**src/rtl/secs_pkg.sv**
```systemverilog
package secs_pkg;
  localparam logic [3:0] CHG_KEY = 4'b1010;

  typedef struct packed {
    logic [3:0] key;
    logic [1:0] diode;
    logic [1:0] res;
  } trk_cfg_t;
endpackage

```
**src/rtl/sec_prescaler.sv**
```systemverilog
module sec_prescaler #(
  parameter int unsigned W = 15
) (
  input  logic clk_i,
  input  logic rst_ni,
  input  logic tick_i,
  input  logic run_i,
  input  logic clear_i,
  output logic sec_o
);
  logic [W-1:0] cnt_q;

  assign sec_o = run_i && tick_i && (&cnt_q);

  always_ff @(posedge clk_i or negedge rst_ni) begin
    if (!rst_ni)             cnt_q <= '0;
    else if (clear_i)        cnt_q <= '0;
    else if (run_i && tick_i) cnt_q <= cnt_q + 1'b1;
  end
endmodule

```
**src/rtl/sec_counter.sv**
```systemverilog
module sec_counter #(
  parameter int unsigned CNT_W = 32,
  localparam int unsigned NB = CNT_W / 8
) (
  input  logic             clk_i,
  input  logic             rst_ni,
  input  logic             inc_i,
  input  logic [NB-1:0]    byte_we_i,
  input  logic [7:0]       wdata_i,
  output logic [CNT_W-1:0] cnt_o
);
  logic [CNT_W-1:0] cnt_q, cnt_d;

  // write wins over increment; prescaler is cleared on write anyway
  for (genvar b = 0; b < NB; b++) begin : g_byte
    always_comb begin
      if (byte_we_i[b])     cnt_d[b*8 +: 8] = wdata_i;
      else if (|byte_we_i)  cnt_d[b*8 +: 8] = cnt_q[b*8 +: 8];
      else                  cnt_d[b*8 +: 8] = (cnt_q + CNT_W'(inc_i)) >> (b*8);
    end
  end

  always_ff @(posedge clk_i or negedge rst_ni) begin
    if (!rst_ni) cnt_q <= '0;
    else         cnt_q <= cnt_d;
  end

  assign cnt_o = cnt_q;
endmodule

```
**src/rtl/trickle_decode.sv**
```systemverilog
module trickle_decode
  import secs_pkg::*;
(
  input  trk_cfg_t   cfg_i,
  output logic       en_o,
  output logic       diode_o,
  output logic [1:0] res_o
);
  logic diode_ok;

  assign diode_ok = (cfg_i.diode == 2'b01) || (cfg_i.diode == 2'b10);
  assign en_o     = (cfg_i.key == CHG_KEY) && diode_ok && (cfg_i.res != 2'b00);
  assign diode_o  = (cfg_i.diode == 2'b10);
  assign res_o    = cfg_i.res;
endmodule

```
**src/rtl/secs_reg_core.sv**
```systemverilog
module secs_reg_core
  import secs_pkg::*;
#(
  parameter int unsigned PRESCALE_W = 15,
  parameter int unsigned CNT_W      = 32,
  parameter int unsigned ADDR_W     = 3
) (
  input  logic              clk_i,
  input  logic              rst_ni,
  input  logic              tick_i,
  input  logic              pwr_fail_i,
  input  logic              acc_i,
  input  logic              wr_i,
  input  logic [ADDR_W-1:0] addr_i,
  input  logic [7:0]        wdata_i,
  output logic [7:0]        rdata_o,
  output logic              chg_en_o,
  output logic              chg_diode_o,
  output logic [1:0]        chg_res_o
);
  localparam int unsigned NB       = CNT_W / 8;
  localparam int unsigned CTRL_ADR = NB;
  localparam int unsigned TRK_ADR  = NB + 1;

  logic             wr_ok, rd_ok, sec, run, cnt_wr;
  logic [NB-1:0]    byte_we;
  logic [CNT_W-1:0] cnt_q;
  logic [CNT_W-9:0] snap_q;
  logic [7:0]       ctrl_q, rd_byte;
  trk_cfg_t         trk_q;

  assign wr_ok  = acc_i && wr_i && !pwr_fail_i;
  assign rd_ok  = acc_i && !wr_i && !pwr_fail_i;
  assign run    = !ctrl_q[7];

  for (genvar b = 0; b < NB; b++) begin : g_we
    assign byte_we[b] = wr_ok && (addr_i == ADDR_W'(b));
  end
  assign cnt_wr = |byte_we;

  sec_prescaler #(.W(PRESCALE_W)) u_presc (
    .clk_i, .rst_ni, .tick_i, .run_i(run), .clear_i(cnt_wr), .sec_o(sec)
  );

  sec_counter #(.CNT_W(CNT_W)) u_cnt (
    .clk_i, .rst_ni, .inc_i(sec), .byte_we_i(byte_we), .wdata_i, .cnt_o(cnt_q)
  );

  trickle_decode u_trk (
    .cfg_i(trk_q), .en_o(chg_en_o), .diode_o(chg_diode_o), .res_o(chg_res_o)
  );

  always_ff @(posedge clk_i or negedge rst_ni) begin
    if (!rst_ni) begin
      ctrl_q <= '0;
      trk_q  <= '0;
    end else if (wr_ok) begin
      if (addr_i == ADDR_W'(CTRL_ADR)) ctrl_q <= wdata_i;
      if (addr_i == ADDR_W'(TRK_ADR))  trk_q  <= trk_cfg_t'(wdata_i);
    end
  end

  always_comb begin
    rd_byte = '0;
    if (addr_i == '0) rd_byte = cnt_q[7:0];
    for (int k = 1; k < NB; k++)
      if (addr_i == ADDR_W'(k)) rd_byte = snap_q[(k-1)*8 +: 8];
    if (addr_i == ADDR_W'(CTRL_ADR)) rd_byte = ctrl_q;
    if (addr_i == ADDR_W'(TRK_ADR))  rd_byte = trk_q;
  end

  always_ff @(posedge clk_i or negedge rst_ni) begin
    if (!rst_ni) begin
      rdata_o <= '0;
      snap_q  <= '0;
    end else if (acc_i && !wr_i) begin
      rdata_o <= rd_ok ? rd_byte : 8'h00;
      if (rd_ok && addr_i == '0) snap_q <= cnt_q[CNT_W-1:8];
    end
  end
endmodule

```
**config.mk**
```make
export PLATFORM = sky130hd
export DESIGN_NAME = secs_reg_core
export DESIGN_NICKNAME = d
export VERILOG_FILES = /design/src/rtl/secs_pkg.sv /design/src/rtl/sec_prescaler.sv /design/src/rtl/sec_counter.sv /design/src/rtl/trickle_decode.sv /design/src/rtl/secs_reg_core.sv
export SDC_FILE = /design/constraint.sdc
export NUM_CORES = 1
export LEC_CHECK = 0
export ABC_AREA = 1
export ABC_CLOCK_PERIOD_IN_PS = 2650
export CORE_ASPECT_RATIO = 0.9
export CORE_MARGIN = 2
export CORE_UTILIZATION = 30
export CTS_CLUSTER_SIZE = 28
export DETAILED_ROUTE_END_ITERATION = 16
export DONT_BUFFER_PORTS = 1
export GPL_ROUTABILITY_DRIVEN = 0
export PLACE_DENSITY = 0.47
export SYNTH_ARGS = -nofsm -noshare
export SYNTH_HDL_FRONTEND = slang
export SYNTH_SLANG_ARGS = --single-unit
```
**constraint.sdc**
```tcl
create_clock -name clk_i -period 2.65 [get_ports clk_i]
set_clock_uncertainty 0.2 [all_clocks]
set_input_delay 0.265 -clock clk_i [delete_from_list [all_inputs] [get_ports clk_i]]
set_output_delay 0.265 -clock clk_i [all_outputs]
set_load 0.05 [all_outputs]
```
==> results of run 1 <==
layout make-up:
class                      instances  area (sq um)  share of cell area [%]
clock buffer                       9           225                    3.57
clock inverter                     7          88.8                    1.41
inverter                          90           338                    5.36
multi-input combinational        567          2760                    43.7
sequential                        95          2380                    37.7
tap                              245           307                    4.86
timing repair buffer              27           215                    3.41
power by group:
group | switching [W] | internal, W | leakage (nW)
Clock | 0.000658 | 0.000754 | 0.155
Combinational | 0.000554 | 0.000313 | 1.55
Sequential | 0.000363 | 0.00175 | 1.23
cells by family (layout without fill, tap and decap cells):
| family | count (synthesis) | count (layout) | share of synthesized area [%] |
|---|---|---|---|
| AND/OR/NAND/NOR | 439 | 439 | 34.5 |
| buffers and inverters | 107 | 133 | 8.21 |
| multiplexers | 5 | 5 | 1.16 |
| XOR/XNOR | 6 | 6 | 0.953 |
| flip-flops | 95 | 95 | 43.1 |
| AO/OA/AOI/OAI | 113 | 113 | 11.2 |
| adder cells (fa/ha/maj) | 4 | 4 | 0.907 |
path summary, 6_finish.rpt:
kind | from | to
hold reg to reg | snap_q[11] | snap_q[11]
hold / removal | rst_ni | u_presc.cnt_q[11]
setup / recovery | u_presc.cnt_q[1] | u_cnt.cnt_o[16]
max in group asynchronous | rst_ni | u_cnt.cnt_o[29]
setup reg to reg | u_presc.cnt_q[1] | u_cnt.cnt_o[16]
min in group clk_i | wr_i | rdata_o[7]
cells in the final DEF (no fill, tap or decap), types with 13 or more instances in the layout:
cell     Yosys  routed
o21ai_0     51      50
inv_1       82      82
nand2_1    248     248
dfrtp_1     95      95
buf_4        6      22
nand4_1     16      16
a21oi_1     37      37
nor2_1      81      74
nor3_1      13      13
nand3_1     51      49
metrics by stage:
stage	instances	setup WS [ns]	TNS, ns
floorplan	769	0.239	0
global placement	1017	0.125	0
detailed placement	1017	0.0366	0
CTS	1038	0.0264	0
global route	1040	-0.129	-1.47
finish	1040	0.116	0
worst max-delay path: stages, from the launching register on:
cell,delay (ns)
dfrtp_1,0.37
ha_2,0.20
nand3_2,0.10
nor3_4,0.13
nand4_1,0.19
nor2_2,0.20
ha_2,0.21
nand2_4,0.07
nor2_4,0.19
nand2_1,0.15
o21ai_0,0.19
nand3_1,0.11
nand2_1,0.07
nand2_1,0.04
registers in the layout, indices dropped and copies added, names as in the netlist:
register / cells
u_cnt.cnt_o: 32
trk_q: 8
u_presc.cnt_q: 15
rdata_o: 8
ctrl_q: 8
snap_q: 24
layer usage:
metal	track usage, %	part of all wire [%]	routed length (um)
met5	0	0	0
met4	5.50	2.0	347
met3	5.55	7.3	1290
met2	25.1	39	6920
met1	29.2	52	9110
timing repair:
action                                  4_1_cts  5_1_grt
hold endpoints to repair                    102       95
setup buffers                                 0        2
gates resized for setup                       0       19
endpoints found under the setup margin        0       21
cells in the mapped netlist (all sizes together), types with 5 or more instances:
library cell / number
nor2: 93
nor3: 14
o21ai: 55
o22ai: 7
dfrtp: 95
xor2: 5
nand2: 256
nand4: 16
a21oi: 37
inv: 90
nand3: 53
buf: 14
mux2: 5
==> results.json, run 1 <==
{
  "outcome": "finished with violations",
  "failed_checks": "hold timing",
  "grt_max_degree": 96,
  "die_y_um": 133,
  "grt_overflow": 0,
  "dp.final_hpwl_um": 13100,
  "synth_enable_flop_cells": 0,
  "ios": 29,
  "fp-row-count": 47,
  "yosysTopAreaCellShare_pct": 43.1,
  "synthTopCellsByArea": "dfrtp_1 43%, nand2_1 17%, inv_1 5.6%",
  "ctsHoldBuffers": 5,
  "worstMarginPinSlew_ns": 0.593,
  "design_area_sq_mm": 0.00631,
  "numClockSinks": 95,
  "p_leak_nw": 2.93,
  "ys_seq_area_share_pct": 43.1,
  "power_w": 0.00439,
  "finalCritPeriodShare_pct": 95.6,
  "cts_root_buf": "clkbuf_16",
  "dr.first_iter.drc_count": 493,
  "rsz0062_at_grt": "yes",
  "syn_inst": 769,
  "cts_tree": "built",
  "die_w_um": 147,
  "initial_core_util_pct": 30.3,
  "slew-limit-headroom_pct": 60.3,
  "synth_fp_nets": 790,
  "placed_area_sq_mm": 0.00586,
  "clock_path_buffers": 2,
  "ys_types": 38,
  "whs_ns": -0.612,
  "ir_drop_v": 0.000348,
  "cp.required_ns": 2.72,
  "crit_fanout": 5,
  "finalSetupViolCount": 0,
  "rr_worst_depth": 13,
  "drive_gt1_share_pct": 11.7,
  "maxCapViolCount": 0,
  "min_period_ns": 2.53,
  "utilization_pct": 34.6,
  "cts_buffers": 9,
  "die_area_sq_mm": 0.0195,
  "nets": 811,
  "wl_um": 17700,
  "h-tree-depth": 3,
  "ys_ff_latch": 95,
  "area_growth_pct": 14.4,
  "crit_arrival_ns": 2.60,
  "hold_viol_final": 95,
  "grt.total_usage_pct": 18.9,
  "syn_area_sq_mm": 0.00552,
  "crit_type": "reg2reg",
  "hp-class": "in2async",
  "io_buffers": 0,
  "power.density_mw_per_mm2": 696,
  "finalMaxSlewViolations": 0,
  "drc_errors": 0,
  "worstSetupStartpointType": "flip-flop",
  "wl_per_cell_um": 17.0,
  "yosys.area.top_type": "dfrtp_1",
  "ant_nets": 0,
  "fillerInstances": 2001,
  "grt_antenna_before_repair": 0,
  "postSynth.asyncResetShare_pct": 100,
  "clkLatencyLatePin_ns": 0.37,
  "vias": 5099,
  "grt_first_pass_wirelength_um": 27900,
  "critPathCaptureType": "flip-flop",
  "rrSetupSlack_ns": 0.12,
  "firstDrtPassIters": 5,
  "core-area_sq_mm": 0.0182,
  "first_global_vias": 4765,
  "vias_per_cell": 4.90,
  "ys.warnings.count": 0,
  "num_antenna_cells": 0,
  "syn_area_per_cell_sq_um": 7.17,
  "synthFlopType": "dfrtp_1",
  "clk_pin_slew_ns": 0.08,
  "fmax_mhz": 395
}
Power figures use the tool's default switching activity.
==> run 2: changes to the inputs <==
--- a/config.mk
+++ b/config.mk
@@ -10,10 +10,10 @@
 export CORE_ASPECT_RATIO = 0.9
 export CORE_MARGIN = 2
-export CORE_UTILIZATION = 30
+export CORE_UTILIZATION = 50
 export CTS_CLUSTER_SIZE = 28
 export DETAILED_ROUTE_END_ITERATION = 16
 export DONT_BUFFER_PORTS = 1
 export GPL_ROUTABILITY_DRIVEN = 0
-export PLACE_DENSITY = 0.47
+export PLACE_DENSITY = 0.68
 export SYNTH_ARGS = -nofsm -noshare
 export SYNTH_HDL_FRONTEND = slang
--- a/constraint.sdc
+++ b/constraint.sdc
@@ -3,3 +3,3 @@
 set_input_delay 0.265 -clock clk_i [delete_from_list [all_inputs] [get_ports clk_i]]
 set_output_delay 0.265 -clock clk_i [all_outputs]
-set_load 0.05 [all_outputs]
+set_load 0.1 [all_outputs]
==> results.json, run 2 (same netlist as run 1, synthesis figures left out) <==
{
  "globalRouteMet3Util_pct": 6.61,
  "critPathCaptureType": "flip-flop",
  "initial_core_util_pct": 51.0,
  "met2_usage_pct": 41.0,
  "power.density_mw_per_mm2": 705,
  "multiInputGateArea_sq_mm": 0.00282,
  "finalSetupTns_ns": -0.0734,
  "num_antenna_cells": 0,
  "vias": 5339,
  "rsz0062_at_grt": "yes",
  "die_area_sq_mm": 0.0119,
  "fillerInstances": 1004,
  "r2r-start": "u_presc.cnt_q[0]",
  "crit_fanout": 4,
  "vias_per_cell": 5.74,
  "finalCritPeriodShare_pct": 101,
  "numClockSinks": 95,
  "final_cell_mix": "244 x nand2_1, 95 x dfrtp_1, 80 x inv_1",
  "register_area_sq_mm": 0.00238,
  "drc_errors": 0,
  "setup_ws_ns": -0.0292,
  "first_global_vias": 4919,
  "die_w_um": 115,
  "cts_buffers": 9,
  "rrSetupSlack_ns": -0.03,
  "wl_um": 15900,
  "p_clk_share_pct": 30.3,
  "ios": 29,
  "met1_usage_pct": 38.8,
  "largest_reg_flops": 32,
  "p_switching_w": 0.00158,
  "worstSetupStartpointType": "flip-flop",
  "clkLatencyLatePin_ns": 0.35,
  "ant_nets": 0,
  "h-tree-depth": 3,
  "crit_arrival_ns": 2.72,
  "clk_pin_slew_ns": 0.07,
  "cts_tree": "built",
  "area_growth_pct": 13.2,
  "io_buffers": 0,
  "min_period_ns": 2.68,
  "hp-class": "in2async",
  "p_int_w": 0.00283,
  "grt_overflow": 0,
  "slew-limit-headroom_pct": 40.1,
  "whs_ns": -0.593,
  "fp-row-count": 36,
  "hold_viol_final": 95,
  "maxCapViolCount": 0,
  "pwr-share-comb_pct": 20.7,
  "outcome": "finished with violations",
  "swShare_pct": 35.8,
  "fmax_mhz": 373,
  "ctsHoldBuffers": 5,
  "dp.final_hpwl_um": 11600,
  "finalMaxSlewViolations": 0,
  "finalSetupViolCount": 3,
  "grt.total_usage_pct": 27.4,
  "failed_checks": "hold timing, setup timing",
  "nets": 813,
  "share_seq_of_total_power_pct": 48.9,
  "grt_max_degree": 96,
  "p_leak_nw": 2.96,
  "final_common_cell": "nand2_1",
  "wl_per_cell_um": 17.1,
  "dr.first_iter.drc_count": 701,
  "grt_antenna_before_repair": 0,
  "core-area_sq_mm": 0.0108,
  "cts_root_buf": "clkbuf_16",
  "cp.required_ns": 2.69,
  "firstDrtPassIters": 5,
  "die_y_um": 104,
  "drive_gt1_share_pct": 12.7,
  "clock_path_buffers": 2,
  "ir_drop_v": 0.000490,
  "grt_first_pass_wirelength_um": 25300,
  "critPathLaunch": "u_presc.cnt_q[0]",
  "worstMarginPinSlew_ns": 0.898,
  "crit_type": "reg2reg",
  "grt_busiest_layer": "met2"
}
-- run 2: cell type report --
type	instances	share of cell area (%)
Clock buffer	11	3.89
Inverter	90	5.49
Tap cell	133	2.66
Clock inverter	5	1.00
Timing Repair Buffer	29	3.81
Sequential cell	95	38.1
Multi-Input combinational cell	567	45.1
-- run 2: critical path, cell delays in order (launching register included) --
cell and delay (ns):
dfrtp_1 0.39, ha_2 0.23, nand3_2 0.10, nor3_4 0.22, nand4_1 0.19, nor2_2 0.20, ha_2 0.21, nand2_4 0.07
nor2_4 0.17, buf_4 0.15, nand2_4 0.06, o21ai_2 0.15, nand3_1 0.09, nand2_1 0.08, nand2_1 0.05
-- run 2: final timing paths --
check	endpoint	depth (start not counted)
min in group clk_i	rdata_o[5]	4
min reg2reg	snap_q[10]	2
max in group asynchronous	u_cnt.cnt_o[31]	0
max reg2reg	u_cnt.cnt_o[16]	14
max	u_cnt.cnt_o[16]	14
min	trk_q[1]	0
-- run 2: per-stage QoR --
step / cells / power (W) / util, % / instance area (sq um) / worst slack (ns)
6_report: 930 / 0.00440 / 57.8 / 6250 / -0.0292
5_1_grt: 930 / 0.00463 / 57.8 / 6250 / -0.215
4_1_cts: 919 / 0.00435 / 55.9 / 6040 / 0.0214
3_5_place_dp: 898 / 0.00301 / 52.5 / 5680 / -0.00724
3_3_place_gp: 898 / 0.00297 / 52.5 / 5680 / 0.108
2_1_floorplan: 769 / 0.00271 / - / 5520 / 0.234
-- run 2: repair_timing --
item                       4_1_cts  5_1_grt
hold endpoints to repair       102       95
setup endpoints to repair        3       22
setup buffers                    0       11
pin swaps                        0       18
gates cloned                     0        0
resized for setup                3       33
-- run 2: power by group through the flow --
stage                     clock network [W]  registers (W)  logic (W)
final                               0.00134        0.00216   0.000914
after global routing                0.00142        0.00219    0.00103
after CTS                           0.00136        0.00213   0.000862
after detailed placement                  0        0.00215   0.000851
after global placement                    0        0.00214   0.000825
after floorplan                           0        0.00206   0.000658
-- run 2: metal layers --
layer | share of wire, % | vias to the layer above
met5 | 0 | -
met2 | 44 | 263
met1 | 43 | 2510
met4 | 3.0 | 0
li1 | - | 2519
met3 | 9.7 | 47
